<file path="config.mk">
export PLATFORM = sky130hd
export DESIGN_NAME = ecc_sector_aggregator
export DESIGN_NICKNAME = d
export VERILOG_FILES = /design/src/rtl/ecc_agg_pkg.sv /design/src/rtl/ecc_sector_classify.sv /design/src/rtl/ecc_sector_accum.sv /design/src/rtl/ecc_agg_irq.sv /design/src/rtl/ecc_sector_aggregator.sv
export SDC_FILE = /design/constraint.sdc
export NUM_CORES = 1
export LEC_CHECK = 0
export BUFFER_PORTS_ARGS = -buffer_cell sky130_fd_sc_hd__buf_4
export CAP_MARGIN = 10
export CELL_PAD_IN_SITES_DETAIL_PLACEMENT = 1
export CELL_PAD_IN_SITES_GLOBAL_PLACEMENT = 2
export CORE_MARGIN = 4
export CORE_UTILIZATION = 39
export DETAILED_ROUTE_END_ITERATION = 12
export HOLD_SLACK_MARGIN = 0.1
export PLACE_DENSITY_LB_ADDON = 0.1
export SYNTH_ARGS = -nofsm -noshare
export SYNTH_HDL_FRONTEND = slang
export SYNTH_HIERARCHICAL = 1
export SYNTH_SLANG_ARGS = --single-unit
</file>
<file path="constraint.sdc">
create_clock -name clk_i -period 7.7 [get_ports clk_i]
set_input_delay 0.385 -clock clk_i [delete_from_list [all_inputs] [get_ports clk_i]]
set_output_delay 0.385 -clock clk_i [all_outputs]
set_load 0.02 [all_outputs]
</file>
<file path="src/rtl/ecc_agg_pkg.sv">
package ecc_agg_pkg;
  localparam int unsigned SEC_MAX  = 8;
  localparam int unsigned CNT_W    = 5;
  localparam int unsigned SIZE_W   = 2;
  localparam int unsigned IDX_W    = $clog2(SEC_MAX);
  localparam int unsigned STAT_W   = 32;
  localparam int unsigned FAIL_LSB = 24;
  localparam int unsigned CORR_LSB = 16;
  localparam int unsigned MAX_LSB  = 8;

  typedef enum logic [1:0] {
    STR_4  = 2'd0,
    STR_8  = 2'd1,
    STR_14 = 2'd2,
    STR_16 = 2'd3
  } strength_e;

  function automatic logic [CNT_W-1:0] strength_limit(strength_e s);
    case (s)
      STR_4:   return CNT_W'(4);
      STR_8:   return CNT_W'(8);
      STR_14:  return CNT_W'(14);
      default: return CNT_W'(16);
    endcase
  endfunction

  // last sector index for a page size code: 2^code sectors
  function automatic logic [IDX_W-1:0] last_index(logic [SIZE_W-1:0] code);
    logic [IDX_W:0] n;
    n = (IDX_W+1)'(1) << code;
    return IDX_W'(n - 1'b1);
  endfunction
endpackage

</file>
<file path="src/rtl/ecc_sector_classify.sv">
module ecc_sector_classify
  import ecc_agg_pkg::*;
#(
  parameter int unsigned W = CNT_W
) (
  input  logic         dec_fail_i,
  input  logic         dec_corr_i,
  input  logic [W-1:0] nbits_i,
  input  logic [W-1:0] limit_i,
  output logic         sec_fail_o,
  output logic         sec_corr_o,
  output logic [W-1:0] sec_cnt_o
);
  logic over;

  always_comb begin
    over       = nbits_i > limit_i;
    sec_fail_o = dec_fail_i | over;
    sec_corr_o = dec_corr_i & ~sec_fail_o;
    // failed sectors do not feed the maximum
    sec_cnt_o  = sec_fail_o ? '0 : nbits_i;
  end
endmodule

</file>
<file path="src/rtl/ecc_sector_accum.sv">
module ecc_sector_accum
  import ecc_agg_pkg::*;
#(
  parameter int unsigned N = SEC_MAX,
  parameter int unsigned W = CNT_W,
  localparam int unsigned IW = (N > 1) ? $clog2(N) : 1
) (
  input  logic          clk_i,
  input  logic          rst_ni,
  input  logic          start_i,
  input  logic [IW-1:0] last_idx_i,
  input  logic          strobe_i,
  input  logic          sec_fail_i,
  input  logic          sec_corr_i,
  input  logic [W-1:0]  sec_cnt_i,
  output logic [N-1:0]  fail_nxt_o,
  output logic [N-1:0]  corr_nxt_o,
  output logic [W-1:0]  max_nxt_o,
  output logic          last_hit_o
);
  logic          active_q;
  logic [IW-1:0] idx_q, last_q;
  logic [N-1:0]  fail_q, corr_q;
  logic [W-1:0]  max_q;
  logic          hit;

  assign hit        = strobe_i & active_q & ~start_i;
  assign last_hit_o = hit & (idx_q == last_q);

  for (genvar i = 0; i < N; i++) begin : g_bit
    logic sel;
    assign sel           = hit & (idx_q == IW'(i));
    assign fail_nxt_o[i] = fail_q[i] | (sel & sec_fail_i);
    assign corr_nxt_o[i] = corr_q[i] | (sel & sec_corr_i);
  end

  assign max_nxt_o = (hit && sec_cnt_i > max_q) ? sec_cnt_i : max_q;

  always_ff @(posedge clk_i or negedge rst_ni) begin
    if (!rst_ni) begin
      active_q <= 1'b0;
      idx_q    <= '0;
      last_q   <= '0;
      fail_q   <= '0;
      corr_q   <= '0;
      max_q    <= '0;
    end else if (start_i) begin
      active_q <= 1'b1;
      idx_q    <= '0;
      last_q   <= last_idx_i;
      fail_q   <= '0;
      corr_q   <= '0;
      max_q    <= '0;
    end else if (hit) begin
      fail_q <= fail_nxt_o;
      corr_q <= corr_nxt_o;
      max_q  <= max_nxt_o;
      idx_q  <= idx_q + 1'b1;
      if (last_hit_o) active_q <= 1'b0;
    end
  end

  p_no_stray_r6: assert property (@(posedge clk_i) disable iff (!rst_ni)
    !active_q |=> $stable(fail_q) || $past(start_i));
  p_idx_bound_r5: assert property (@(posedge clk_i) disable iff (!rst_ni)
    active_q |-> idx_q <= last_q);
endmodule

</file>
<file path="src/rtl/ecc_agg_irq.sv">
module ecc_agg_irq (
  input  logic clk_i,
  input  logic rst_ni,
  input  logic set_i,
  input  logic clr_i,
  output logic irq_o
);
  logic irq_q;

  always_ff @(posedge clk_i or negedge rst_ni) begin
    if (!rst_ni)    irq_q <= 1'b0;
    else if (set_i) irq_q <= 1'b1;
    else if (clr_i) irq_q <= 1'b0;
  end

  assign irq_o = irq_q;

  p_clr_r8: assert property (@(posedge clk_i) disable iff (!rst_ni)
    clr_i && !set_i |=> !irq_o);
  p_hold_r8: assert property (@(posedge clk_i) disable iff (!rst_ni)
    irq_o && !clr_i |=> irq_o);
endmodule

</file>
<file path="src/rtl/ecc_sector_aggregator.sv">
module ecc_sector_aggregator
  import ecc_agg_pkg::*;
(
  input  logic              clk_i,
  input  logic              rst_ni,
  input  logic              page_start_i,
  input  logic [SIZE_W-1:0] page_size_i,
  input  logic [1:0]        strength_i,
  input  logic              res_valid_i,
  input  logic              res_fail_i,
  input  logic              res_corr_i,
  input  logic [CNT_W-1:0]  res_nbits_i,
  input  logic              irq_clr_i,
  output logic [STAT_W-1:0] status_o,
  output logic              page_done_o,
  output logic              irq_o
);
  strength_e         str_q;
  logic [CNT_W-1:0]  limit;
  logic              sec_fail, sec_corr;
  logic [CNT_W-1:0]  sec_cnt;
  logic [SEC_MAX-1:0] fail_nxt, corr_nxt;
  logic [CNT_W-1:0]  max_nxt;
  logic              last_hit, err_set;
  logic [STAT_W-1:0] status_q, status_nxt;
  logic              done_q;

  always_ff @(posedge clk_i or negedge rst_ni) begin
    if (!rst_ni)           str_q <= STR_4;
    else if (page_start_i) str_q <= strength_e'(strength_i);
  end

  assign limit = strength_limit(str_q);

  ecc_sector_classify #(.W(CNT_W)) u_classify (
    .dec_fail_i (res_fail_i),
    .dec_corr_i (res_corr_i),
    .nbits_i    (res_nbits_i),
    .limit_i    (limit),
    .sec_fail_o (sec_fail),
    .sec_corr_o (sec_corr),
    .sec_cnt_o  (sec_cnt)
  );

  ecc_sector_accum #(.N(SEC_MAX), .W(CNT_W)) u_accum (
    .clk_i      (clk_i),
    .rst_ni     (rst_ni),
    .start_i    (page_start_i),
    .last_idx_i (last_index(page_size_i)),
    .strobe_i   (res_valid_i),
    .sec_fail_i (sec_fail),
    .sec_corr_i (sec_corr),
    .sec_cnt_i  (sec_cnt),
    .fail_nxt_o (fail_nxt),
    .corr_nxt_o (corr_nxt),
    .max_nxt_o  (max_nxt),
    .last_hit_o (last_hit)
  );

  always_comb begin
    status_nxt = '0;
    status_nxt[FAIL_LSB +: SEC_MAX] = fail_nxt;
    status_nxt[CORR_LSB +: SEC_MAX] = corr_nxt;
    status_nxt[MAX_LSB  +: CNT_W]   = max_nxt;
  end

  assign err_set = last_hit & (|fail_nxt | |corr_nxt);

  always_ff @(posedge clk_i or negedge rst_ni) begin
    if (!rst_ni) begin
      status_q <= '0;
      done_q   <= 1'b0;
    end else begin
      done_q <= last_hit;
      if (last_hit) status_q <= status_nxt;
    end
  end

  ecc_agg_irq u_irq (
    .clk_i  (clk_i),
    .rst_ni (rst_ni),
    .set_i  (err_set),
    .clr_i  (irq_clr_i),
    .irq_o  (irq_o)
  );

  assign status_o    = status_q;
  assign page_done_o = done_q;

  p_disjoint_r3: assert property (@(posedge clk_i) disable iff (!rst_ni)
    (status_o[FAIL_LSB +: SEC_MAX] & status_o[CORR_LSB +: SEC_MAX]) == '0);
  p_latch_only_r5: assert property (@(posedge clk_i) disable iff (!rst_ni)
    !page_done_o |-> $stable(status_o));
  p_done_pulse_r9: assert property (@(posedge clk_i) disable iff (!rst_ni)
    page_done_o |=> !page_done_o);
  p_irq_src_r7: assert property (@(posedge clk_i) disable iff (!rst_ni)
    $rose(irq_o) |-> page_done_o);
endmodule

</file>
==> impl_metrics.tcl <==
set metrics [dict create \
    yosysSeqAreaShare_pct 44.8 \
    maxSlewViolCount 0 \
    ant_nets 0 \
    synth.top_cells.by_area "dfrtp_1 (45%), mux2_2 (9.1%), ha_1 (8.5%)" \
    cts_root_buf "clkbuf_8" \
    path_cells "inv_1 > ha_1 > nor2_1 > nor2_1 > inv_1 > ha_1 > o211ai_1 > a21oi_4 > o31ai_1 > inv_1 > ha_1 > inv_1 > or2_1 > o211ai_4 > mux2_4 > mux2_2" \
    grt_setup_unrepaired "no" \
    drc_errors 0 \
    fmax_mhz 291 \
    place_congestion 0.728 \
    htreeDepth 2 \
    die_y_um 95.1 \
    rr_worst_depth 16 \
    grtUsageTotal_pct 15.9 \
    dr.pass1.iters 4 \
    fillCellCount 818 \
    path_buf_inv 4 \
    clk_pin_slew_ns 0.09 \
    hold_class "in2async" \
    wl_per_cell_um 16.4 \
    critPathMaxStageDelay_ns 0.39 \
    status "complete, no violations" \
    crit_path_max_fanout 10 \
    slew_headroom_pct 23.8 \
    path_depth 16 \
    grt_overflow 0 \
    critPathKind "reg2reg" \
    whs_ns 0.102 \
    rows 31 \
    fin_cells 411 \
    die_w_um 95.1 \
    grt_pass1_wl_um 11200 \
    placedCellCount 403 \
    clockBufferDepth 2 \
    ir_drop_uv 113 \
    layout-area-overhead-vs-synth_pct 14.3 \
    antennaDiodeCount 0 \
    p_leak_nw 1.71 \
    r2r_start "str_q[0]" \
    crit_path_start_kind "register" \
    cts_tree "built" \
    rr_endpoint "status_o[8]" \
    syn_area_mm2 0.00296 \
    worstPathArrival_ns 3.63 \
    synthCells 278 \
    fin_nets 347 \
    drt_wl_total_um 6730 \
    post-cts-setup-buffers 0 \
    die-area_mm2 0.00904 \
    end_kind "register" \
    crit_top_cell "inv_1" \
    synth_top_area_share_pct 44.8 \
    hold_violations 0 \
    synth_top_area_cell "dfrtp_1" \
    num_vias 2137 \
    r2r_slack_ns 4.27 \
    drt_iter0_drc 69 \
    grt_pass1_vias 2132 \
    initial_core_util_pct 40.4 \
    cp_data_required_time_ns 7.89 \
    synth_warnings 6 \
    clock_skew_ns 0.0139 \
    via_per_inst 5.20 \
    ios 50 \
    path_delay_family "compound AO/OA/AOI/OAI gates" \
    cts_buffers 5 \
    portBuffers 38 \
    period_share_pct 44.6 \
    place_hpwl_um 4720 \
    clkSinkCount 53 \
    pwr_density_cell_mw_per_mm2 196 \
    synth-seq-cells 53 \
    worst_pin_slew_ns 1.14 \
    synth-main-ff-cell "dfrtp_1" \
    maxCapViolations 0 \
    hold_buffers 0 \
    synth.most_common_cell "dfrtp_1" \
    fin_setup_tns_ns 0 \
    p_total_w 0.000662 \
    yosys-top-cells-count "dfrtp_1 (53), nor2_1 (25), mux2_2 (24)" \
    drive_above_1_share_pct 28.8 \
    clk_latency_ns 0.31 \
    antenna_found_initial 0 \
    grt_max_degree 54 \
    slowest_stage "dfrtp_1" \
    finalSetupViolCount 0 \
    yosys.cell_types.count 48 \
    async_flop_share_pct 100 \
    ctsResizeCount 0 \
    synth_edf_count 0 \
    syn_area_per_cell_um2 10.6 \
    finalCriticalPeriod_ns 3.43 \
    core_area_mm2 0.00733 \
]
-- area by class of cell --
| type | instances | area (um^2) | area share (%) |
|---|---|---|---|
| tap | 99 | 124 | 3.66 |
| clock buffer | 5 | 68.8 | 2.03 |
| sequential | 53 | 1330 | 39.2 |
| multi-input combinational | 188 | 1430 | 42.4 |
| clock inverter | 3 | 43.8 | 1.29 |
| timing repair buffer | 40 | 300 | 8.88 |
| inverter | 23 | 86.3 | 2.55 |
-- sequential cells by signal, indices dropped and copies added (netlist names) --
register and count:
u_accum/last_q 3, u_irq/irq_o 1, u_accum/max_q 5, u_accum/active_q 1, u_accum/fail_q 8, status_o 21
u_accum/corr_q 8, str_q 2, u_accum/idx_q 3, page_done_o 1
-- layer usage --
layer	vias to the layer above	GRT usage (%)	routed length [um]
met5	-	0	0
met1	1063	23.5	3400
met3	5	2.76	280
met2	50	23.8	2980
li1	1019	-	-
met4	0	3.97	72
-- worst max path at each step --
stage,from,to,slack [ns]
3_3_place_gp,str_q[0],status_o[8],4.40
2_1_floorplan,str_q[0],status_o[8],4.58
3_5_place_dp,str_q[0],status_o[8],4.25
6_report,str_q[0],status_o[8],4.27
5_1_grt,str_q[0],status_o[8],4.01
4_1_cts,str_q[0],status_o[8],4.22
-- report_power, final --
group          internal (W)  leakage [nW]  switching (W)
Clock             0.0000976        0.0585      0.0000960
Combinational     0.0000628         0.936      0.0000956
Sequential         0.000296         0.719      0.0000140
Total              0.000456          1.71       0.000206
-- metrics by stage --
stage	instance area, um^2	worst slack (ns)	utilization, %
4_1_cts	3380	4.22	46.1
5_1_grt	3380	4.01	46.1
3_5_place_dp	3270	4.25	44.6
3_3_place_gp	3270	4.40	44.6
6_report	3380	4.27	46.1
2_1_floorplan	3000	4.58	-
-- kinds of logic after synthesis --
kind of cell,Yosys count,share of synthesized area (%)
adder cells (fa/ha/maj),20,8.46
AND/OR/NAND/NOR,63,10.5
other,1,0.127
multiplexers,29,11.0
AO/OA/AOI/OAI,60,15.8
XOR/XNOR,4,1.18
buffers and inverters,48,8.16
flip-flops,53,44.8
-- placed cells by master (no fill, tap or decap), types with 2 or more instances in the layout --
master,count
nand3_1,7
o21ai_0,2
a21oi_1,8
o211ai_1,2
a31o_2,10
buf_4,40
inv_1,23
and2_1,2
mux2i_1,4
nor4_1,4
nor2b_1,3
o2bb2ai_1,5
nand2_1,10
a21o_1,2
and3_1,3
xnor2_1,4
clkbuf_8,5
conb_1,12
a41o_1,6
dfrtp_1,53
mux2_2,24
nand4_1,2
ha_1,20
o21ai_1,5
a31oi_1,10
nor2_1,25
No activity file was read; power rests on OpenSTA's default activity.
